===== src/rtl/kmc_pkg.sv =====
package kmc_pkg;

    typedef enum logic {
        VIEW_PRIORITY = 1'b0,
        VIEW_VECTOR   = 1'b1
    } view_e;

endpackage


===== src/rtl/kmc_store.sv =====
module kmc_store #(
    parameter int SLOTS = 16,
    parameter int KEY_W = 8,
    localparam int IDX_W = $clog2(SLOTS)
) (
    input  logic                         clk,
    input  logic                         rst_n,
    input  logic                         load_en,
    input  logic [IDX_W-1:0]             load_slot,
    input  logic [KEY_W-1:0]             load_key,
    input  logic                         drop_en,
    input  logic                         drop_every,
    input  logic [IDX_W-1:0]             drop_slot,
    output logic [SLOTS-1:0][KEY_W-1:0]  keys,
    output logic [SLOTS-1:0]             live
);

    typedef struct packed {
        logic [SLOTS-1:0][KEY_W-1:0] key;
        logic [SLOTS-1:0]            vld;
    } store_t;

    store_t st_d, st_q;

    always_comb begin
        st_d = st_q;
        for (int i = 0; i < SLOTS; i++) begin
            if (load_en && load_slot == IDX_W'(i)) begin
                st_d.key[i] = load_key;
                st_d.vld[i] = 1'b1;
            end
            // a drop wins over a load on the same slot
            if (drop_en && (drop_every || drop_slot == IDX_W'(i))) begin
                st_d.vld[i] = 1'b0;
            end
        end
    end

    always_ff @(posedge clk) begin
        if (!rst_n) begin
            st_q <= '0;
        end else begin
            st_q <= st_d;
        end
    end

    assign keys = st_q.key;
    assign live = st_q.vld;

    a_r7_drop_every_empties: assert property (@(posedge clk) disable iff (!rst_n)
        (drop_en && drop_every) |=> (live == '0));

    a_r6_drop_one_clears_slot: assert property (@(posedge clk) disable iff (!rst_n)
        (drop_en && !drop_every) |=> (((live >> $past(drop_slot)) & SLOTS'(1)) == '0));

    a_r2_load_sets_valid: assert property (@(posedge clk) disable iff (!rst_n)
        (load_en && !drop_en) |=> (((live >> $past(load_slot)) & SLOTS'(1)) != '0));

endmodule


===== src/rtl/kmc_match.sv =====
module kmc_match #(
    parameter int SLOTS = 16,
    parameter int KEY_W = 8
) (
    input  logic [SLOTS-1:0][KEY_W-1:0] keys,
    input  logic [SLOTS-1:0]            live,
    input  logic [KEY_W-1:0]            probe,
    output logic [SLOTS-1:0]            hits
);

    for (genvar g = 0; g < SLOTS; g++) begin : g_cmp
        assign hits[g] = live[g] && (keys[g] == probe);
    end

endmodule


===== src/rtl/kmc_prienc.sv =====
module kmc_prienc #(
    parameter int SLOTS = 16,
    localparam int IDX_W = $clog2(SLOTS)
) (
    input  logic [SLOTS-1:0] req,
    output logic             any,
    output logic [IDX_W-1:0] first
);

    always_comb begin
        first = '0;
        for (int i = SLOTS - 1; i >= 0; i--) begin
            if (req[i]) begin
                first = IDX_W'(i);
            end
        end
    end

    assign any = |req;

endmodule


===== src/rtl/kmc_top.sv =====
module kmc_top #(
    parameter int SLOTS = 16,
    parameter int KEY_W = 8,
    localparam int IDX_W = $clog2(SLOTS)
) (
    input  logic             clk,
    input  logic             rst_n,
    input  logic             load_en,
    input  logic [IDX_W-1:0] load_slot,
    input  logic [KEY_W-1:0] load_key,
    input  logic             drop_en,
    input  logic             drop_every,
    input  logic [IDX_W-1:0] drop_slot,
    input  logic             find_en,
    input  logic             find_all,
    input  logic [KEY_W-1:0] find_key,
    output logic             rsp_valid,
    output logic             rsp_hit,
    output logic [IDX_W-1:0] rsp_slot,
    output logic [SLOTS-1:0] rsp_mask
);

    import kmc_pkg::*;

    typedef struct packed {
        logic             valid;
        logic             hit;
        logic [IDX_W-1:0] slot;
        logic [SLOTS-1:0] mask;
    } rsp_t;

    logic [SLOTS-1:0][KEY_W-1:0] keys;
    logic [SLOTS-1:0]            live;
    logic [SLOTS-1:0]            hits;
    logic                        any_hit;
    logic [IDX_W-1:0]            first_hit;
    view_e                       view;
    rsp_t                        rsp_d, rsp_q;

    kmc_store #(.SLOTS(SLOTS), .KEY_W(KEY_W)) u_store (
        .clk        (clk),
        .rst_n      (rst_n),
        .load_en    (load_en),
        .load_slot  (load_slot),
        .load_key   (load_key),
        .drop_en    (drop_en),
        .drop_every (drop_every),
        .drop_slot  (drop_slot),
        .keys       (keys),
        .live       (live)
    );

    kmc_match #(.SLOTS(SLOTS), .KEY_W(KEY_W)) u_match (
        .keys  (keys),
        .live  (live),
        .probe (find_key),
        .hits  (hits)
    );

    kmc_prienc #(.SLOTS(SLOTS)) u_prienc (
        .req   (hits),
        .any   (any_hit),
        .first (first_hit)
    );

    assign view = find_all ? VIEW_VECTOR : VIEW_PRIORITY;

    always_comb begin
        rsp_d = '0;
        if (find_en) begin
            rsp_d.valid = 1'b1;
            rsp_d.hit   = any_hit;
            if (view == VIEW_VECTOR) begin
                rsp_d.mask = hits;
            end else begin
                rsp_d.slot = first_hit;
            end
        end
    end

    always_ff @(posedge clk) begin
        if (!rst_n) begin
            rsp_q <= '0;
        end else begin
            rsp_q <= rsp_d;
        end
    end

    assign rsp_valid = rsp_q.valid;
    assign rsp_hit   = rsp_q.hit;
    assign rsp_slot  = rsp_q.slot;
    assign rsp_mask  = rsp_q.mask;

    a_r3_one_cycle_latency: assert property (@(posedge clk) disable iff (!rst_n)
        find_en |=> rsp_valid);

    a_r10_quiet_when_idle: assert property (@(posedge clk) disable iff (!rst_n)
        !find_en |=> (!rsp_valid && !rsp_hit && rsp_slot == '0 && rsp_mask == '0));

    a_r5_mask_only_live: assert property (@(posedge clk) disable iff (!rst_n)
        find_en |=> ((rsp_mask & ~$past(live)) == '0));

    a_r3_slot_is_lowest: assert property (@(posedge clk) disable iff (!rst_n)
        (find_en && !find_all && any_hit) |=>
            ((((live >> rsp_slot) & SLOTS'(1)) != '0 || $past(drop_en)) &&
             rsp_hit &&
             (($past(hits) & ((SLOTS'(1) << rsp_slot) - SLOTS'(1))) == '0)));

    a_r11_miss_zero_slot: assert property (@(posedge clk) disable iff (!rst_n)
        (find_en && !any_hit) |=> (!rsp_hit && rsp_slot == '0 && rsp_mask == '0));

endmodule


===== config.mk =====
export PLATFORM = sky130hd
export DESIGN_NAME = kmc_top
export DESIGN_NICKNAME = d
export VERILOG_FILES = /design/src/rtl/kmc_pkg.sv /design/src/rtl/kmc_store.sv /design/src/rtl/kmc_match.sv /design/src/rtl/kmc_prienc.sv /design/src/rtl/kmc_top.sv
export SDC_FILE = /design/constraint.sdc
export NUM_CORES = 1
export LEC_CHECK = 0
export BUFFER_PORTS_ARGS = -buffer_cell sky130_fd_sc_hd__clkbuf_2
export CAP_MARGIN = 40
export CORE_AREA = 3 3 120 122
export DETAILED_ROUTE_END_ITERATION = 10
export DIE_AREA = 0 0 123 125
export GPL_TIMING_DRIVEN = 0
export PLACE_DENSITY = 0.85
export SLEW_MARGIN = 30
export SYNTH_ARGS = -nofsm -noshare
export SYNTH_HDL_FRONTEND = slang
export SYNTH_SLANG_ARGS = --single-unit

===== constraint.sdc =====
create_clock -name clk -period 1.93 [get_ports clk]
set_input_delay 0.193 -clock clk [delete_from_list [all_inputs] [get_ports clk]]
set_output_delay 0.193 -clock clk [all_outputs]
set_load 0.02 [all_outputs]

After elaboration in Yosys (flattened, before gate mapping)
Cells that the tools add are included.
{ "op_classes": {"n_addsub": 0, "multipliers": 0, "div_mod_pow": 0, "order_cmp": 0, "eq_ne": 46, "shifts": 0, "mux": 20, "bitwise": 2, "n_reduce_logical": 89} }
{ "op_table": {"columns": ["operator", "n"], "rows": [
  ["$eq 8x8->1", 16],
  ["$mux 4", 17],
  ["$eq 4x4->1 const B", 16],
  ["$logic_and 1x1->1", 48],
  ["$eq 4x3->1 const B", 8],
  ["$reduce_or 2->1", 16],
  ["$mux 22", 1],
  ["$eq 4x2->1 const B", 4],
  ["$logic_or 1x1->1", 16],
  ["$mux 16", 1],
  ["$reduce_or 16->1", 1],
  ["$reduce_or 11->1", 1],
  ["$eq 4x1->1 const B", 2],
  ["$logic_not 4->1", 2],
  ["$reduce_or 7->1", 1],
  ["$reduce_or 5->1", 1],
  ["$reduce_or 4->1", 1],
  ["$reduce_and 3->1", 1],
  ["$not 1->1", 2],
  ["$reduce_and 2->1", 1],
  ["$mux 1", 1]
]} }
{ "totals": {"ff_bits": 166, "latch_bits": 0, "ramBits": 0, "rom_bits": 0, "in_bits": 31, "word_cells": 196, "memories": 0} }

Logic depth before layout (Yosys ltp)
{ "logic_depth": {"word_depth": 20, "depth_mapped": 9, "depth_no_buf": 7} }

Hierarchy
From an unflattened synthesis, not the netlist that was laid out.
{ "hier_totals": {"cells_unflattened": 793, "area_unflattened_um2": 7795.0} }
{ "modules_own_cells": {"columns": ["mod", "instances", "cells_per_inst", "area_per_inst_um2"], "rows": [
  ["kmc_store", 1, 501, 5208.7],
  ["kmc_match", 1, 208, 1741.7],
  ["kmc_top", 1, 50, 668.1],
  ["kmc_prienc", 1, 34, 176.4]
]} }

Worst setup path before layout
OpenSTA, ideal clock, no wires.
{ "synth_timing": {"kind": "input-to-reg", "start": "in find_key[1]", "end": "reg rsp_q (netlist bit rsp_slot[0])", "setup_ns": 0.117, "arrival_ns": 1.446, "t_required_ns": 1.813, "slack_ns": 0.367, "cell_stages": 8, "path_buffers": 2, "path_cell_list": "buf_6 > buf_8 > xor2_1 > nor4_2 > nand4_1 > a21boi_1 > o211ai_1 > a22o_1"} }
{ "synth_via": {"elab_chain_len": 17} }
{ "synth_rtl": {"columns": ["item", "line", "rtl"], "rows": [
  ["start, declared", "kmc_top.sv:16", "input logic [KEY_W-1:0] find_key,"],
  ["$eq 8x8->1", "kmc_match.sv:12", "assign hits[g] = live[g] && (keys[g] == probe);"],
  ["$logic_and 1x1->1", "kmc_match.sv:12", null],
  ["$mux 4 (15 in a row)", "kmc_prienc.sv:13", "if (req[i]) begin"],
  ["end signal, assigned", "kmc_top.sv:85", "rsp_q <= rsp_d;"],
  ["end, declared", "kmc_top.sv:38", "rsp_t rsp_d, rsp_q;"]
]} }
Several ways; a longest one is shown, not always the timed one.
A chain may end at the register's enable or synchronous reset.

Final worst setup path
{ "layout_timing": {"start": "reg u_store.st_q (netlist bit u_store.keys[89])", "end": "reg rsp_q (netlist bit rsp_slot[1])"} }
{ "layout_via": {"elab_chain_len": 12} }
{ "layout_rtl": {"columns": ["item", "line", "rtl"], "rows": [
  ["start, declared", "kmc_store.sv:23", "store_t st_d, st_q;"],
  ["start signal, assigned", "kmc_store.sv:43", "st_q <= st_d;"],
  ["$eq 8x8->1", "kmc_match.sv:12", null],
  ["$logic_and 1x1->1", "kmc_match.sv:12", null],
  ["$mux 4 (10 in a row)", "kmc_prienc.sv:13", null]
]} }
No other way between the ends.

==> impl_metrics.csv <==
group,metric,value,unit
logic_synthesis,netlist_area,8000,um^2
grt,antenna_found_initial,0,
grt,grt_max_degree,17,
detailed_routing,drt_pass1_iterations,5,
detailed_routing,wirelength,20.7,mm
cts,clk_pin_slew,60,ps
timing,clock_skew,8.88,ps
detailed_routing,top_layer_used,"met4",
cts,clock_sinks,166,
logic_synthesis,ys_warn_count,0,
detailed_routing,m1WireLength,8.78,mm
place,place.gp.congestion,0.966,
cells_and_area,area_growth,12.6,%
setup_path,endpoint_kind,"flop",
timing,holdWs,78.5,ps
flow_run,maxCapViolations,0,
setup_path,crit_buf_inv,1,
hold_path,min_to,"rsp_valid$_SDFF_PN0_",
place,io_buffers,43,
timing,hold_viol_final,0,
logic_synthesis,yosys.area_share.simple,20.6,%
timing,timing.final.crit_share,94.5,%
place,placed_area,8440,um^2
setup_path,worstPathRequired,2290,ps
pwr,power-per-cell-area,807,nW/um^2
detailed_routing,drt-initial-drc-count,407,
setup_path,r2r_cells,8,
setup_path,path_delay_family,"simple AND/OR/NAND/NOR gates",
grt,grt_pass1_vias,5817,
floorplan,die_h,125,um
timing,setup_viol,0,
detailed_routing,wl_met2,9.86,mm
detailed_routing,wl_per_cell,19.6,um
hold_path,whs_path_depth,3,
logic_synthesis,synth_top_family_by_area,"simple AND/OR/NAND/NOR gates",
logic_synthesis,synth_fa_ha_area_share,0,%
cells_and_area,final_nets,902,
detailed_routing,drtAntennaViolNets,0,
floorplan,rows,42,
setup_path,cp_max_fo,3,
place,dp_hpwl,13.9,mm
setup_path,startpoint_type,"flop",
logic_synthesis,synth_cell_types,42,
logic_synthesis,syn_inst,806,
cells_and_area,drive_above_1_share,13.1,%
grt,grt_overflow,0,
cts,cts_root_buffer,"clkbuf_16",
setup_path,crit_chain,"xor2_1 > nor4_1 > nand4_1 > buf_4 > and2_1 > a21oi_1 > o21bai_1 > a21oi_1",
setup_path,regToRegSetupSlack,110,ps
cts,worstSkewPairLatency,430,ps
timing,tns,0,ps
grt,grt_pass1_wl,32.0,mm
setup_path,critPathKind,"flop to flop",
pwr,ir_drop,0.511,mV
cts,cts_buffer_depth,2,
cells_and_area,final_cell_mix,"dfxtp_1, nor2b_1, mux2i_1",
grt,grt_usage,27.7,%
logic_synthesis,seq_area_frac_synth,41.5,%
hold_path,hp-start,"find_en",
logic_synthesis,synth-compound-area-share,4.43,%
timing,tightest_slew,885,ps
detailed_routing,drc,0,
floorplan,core-area,13300,um^2
logic_synthesis,synth.avg_cell_area,9.93,um^2
setup_path,cp_slowest_stage_delay,360,ps
timing,rsz0062_at_grt,"no",
timing,slew_headroom,41.0,%
pwr,total_power,7270,uW
cells_and_area,final_common_cell,"dfxtp_1",
logic_synthesis,synth_xor_xnor_area_share,14.1,%
logic_synthesis,synth_mux_area_share,15.0,%
place,place_ws,-124,ps
cts,ctsHoldBuffers,0,
setup_path,crit_slowest_cell,"nor4_1",
cts,cts_tree,"built",
timing,fmax,0.548,GHz
timing,setup_ws,106,ps
setup_path,crit_path_frequent_cell,"a21oi_1",
detailed_routing,vias,5924,
logic_synthesis,synth_seq_cells,166,
logic_synthesis,synth_nets,837,
timing,min_period,1820,ps
setup_path,regToRegStartpoint,"u_store.keys[89]$_SDFFE_PN0P_",
detailed_routing,vias_per_cell,5.60,
hold_path,hold_path.class,"input port to flop",
cts,htreeDepth,4,
cells_and_area,num_antenna_cells,0,
floorplan,die_w,123,um
cells_and_area,nFillCells,1057,
pwr,p_leak,0.00359,uW
setup_path,reg2reg_to,"rsp_slot[1]$_SDFF_PP0_",
cts,cts_inserted_buffers,17,
detailed_routing,wl_met3,1.50,mm
cells_and_area,final_cell_area,9010,um^2
run_status,run_status,"completed",
floorplan,io_pins,53,
floorplan,die-area,15400,um^2
setup_path,cp.arrival,2180,ps
floorplan,start_util,60.2,%
timing,slew_viol_final,0,
## where the power goes
part	total [uW]	switching [uW]	internal, uW
Sequential	3490	27.3	3470
Combinational	667	406	261
Clock	3110	1340	1780
Total	7270	1770	5500
## timing repair
item                       CTS  global route
setup endpoints to repair    0             3
buffers inserted             0             3
gates resized for setup      0             4
## synth_stat cells
| cell | number | share of area, % |
|---|---|---|
| buf_2 | 5 | 0.31 |
| or3_1 | 5 | 0.39 |
| nand2b_1 | 15 | 1.2 |
| inv_1 | 2 | 0.094 |
| nand3b_1 | 2 | 0.19 |
| buf_12 | 1 | 0.25 |
| nor3b_2 | 1 | 0.16 |
| and2_1 | 1 | 0.078 |
| o21bai_1 | 10 | 0.94 |
| mux2i_1 | 120 | 15 |
| a21boi_1 | 1 | 0.094 |
| nor4_1 | 10 | 0.78 |
| a41oi_2 | 1 | 0.20 |
| o21ai_0 | 16 | 1.0 |
| o211a_1 | 2 | 0.25 |
| o211ai_1 | 2 | 0.19 |
| xnor2_1 | 44 | 4.8 |
| xor2_2 | 1 | 0.20 |
| nor2b_1 | 123 | 9.6 |
| nand4_1 | 18 | 1.4 |
| a21boi_0 | 8 | 0.75 |
| nor2_2 | 9 | 0.70 |
| nand2_1 | 32 | 1.5 |
| or2b_1 | 1 | 0.094 |
| xor2_1 | 83 | 9.1 |
| nor4_2 | 3 | 0.47 |
| and2b_1 | 1 | 0.094 |
| nor3_1 | 21 | 1.3 |
| nor3b_1 | 2 | 0.19 |
| a21oi_1 | 12 | 0.75 |
| nor3_2 | 2 | 0.25 |
| nand3_1 | 11 | 0.69 |
| nor2_1 | 20 | 0.94 |
| dfxtp_1 | 166 | 42 |
| a31oi_1 | 1 | 0.078 |
| buf_6 | 13 | 1.8 |
| buf_8 | 2 | 0.38 |
| and3_1 | 5 | 0.39 |
| and2_4 | 2 | 0.22 |
| o21ai_1 | 1 | 0.062 |
| a22o_1 | 1 | 0.11 |
| clkbuf_1 | 30 | 1.4 |
## layer usage
layer,vias to the layer above,track usage [%]
met5,-,0
met4,0,9.77
li1,2826,-
met1,2824,35.5
met2,230,44.9
met3,44,7.50
## final cells by class
cell class,instances,area (um^2),share of cell area (%)
well taps,176,220,2.44
flip-flops and latches,166,3320,36.9
multi-input cells,587,4360,48.4
clock buffers,20,447,4.96
clock inverters,9,82.6,0.917
inverters,2,7.51,0.0833
repair buffers,46,238,2.64
plain buffers,51,334,3.71
## state kept, by name, summed over array words and instances (netlist names)
register	cells
u_store.live	16
rsp_valid	1
rsp_slot	4
u_store.keys	128
rsp_hit	1
rsp_mask	16
## stage by stage
stage,util [%],cells
2_1_floorplan,-,806
3_3_place_gp,63.4,1025
3_5_place_dp,63.4,1025
4_1_cts,67.4,1054
5_1_grt,67.8,1057
6_report,67.8,1057
## worst min-delay path: stages
cell and delay (ps):
clkbuf_2 70, nand2_1 110, inv_1 100
## logic make-up (layout without fill, tap and decap cells)
kind of cell,count (synthesis),in the layout
flops,166,166
buf+inv,53,128
simple gates,284,284
compound gates,55,55
xor+xnor,128,128
mux,120,120
## how the worst max path moves through the flow
stage | start | end | slack (ps) | cells past startpoint
floorplan | find_key[1] | rsp_slot[0]$_SDFF_PP0_ | 370 | 8
global placement | find_key[5] | rsp_slot[0]$_SDFF_PP0_ | -80 | 9
detailed placement | find_key[6] | rsp_slot[0]$_SDFF_PP0_ | -120 | 9
CTS | u_store.keys[118]$_SDFFE_PN0P_ | rsp_slot[0]$_SDFF_PP0_ | 90 | 7
global route | u_store.keys[89]$_SDFFE_PN0P_ | rsp_slot[1]$_SDFF_PP0_ | 10 | 8
finish | u_store.keys[89]$_SDFFE_PN0P_ | rsp_slot[1]$_SDFF_PP0_ | 110 | 8
Power figures use the tool's default switching activity.
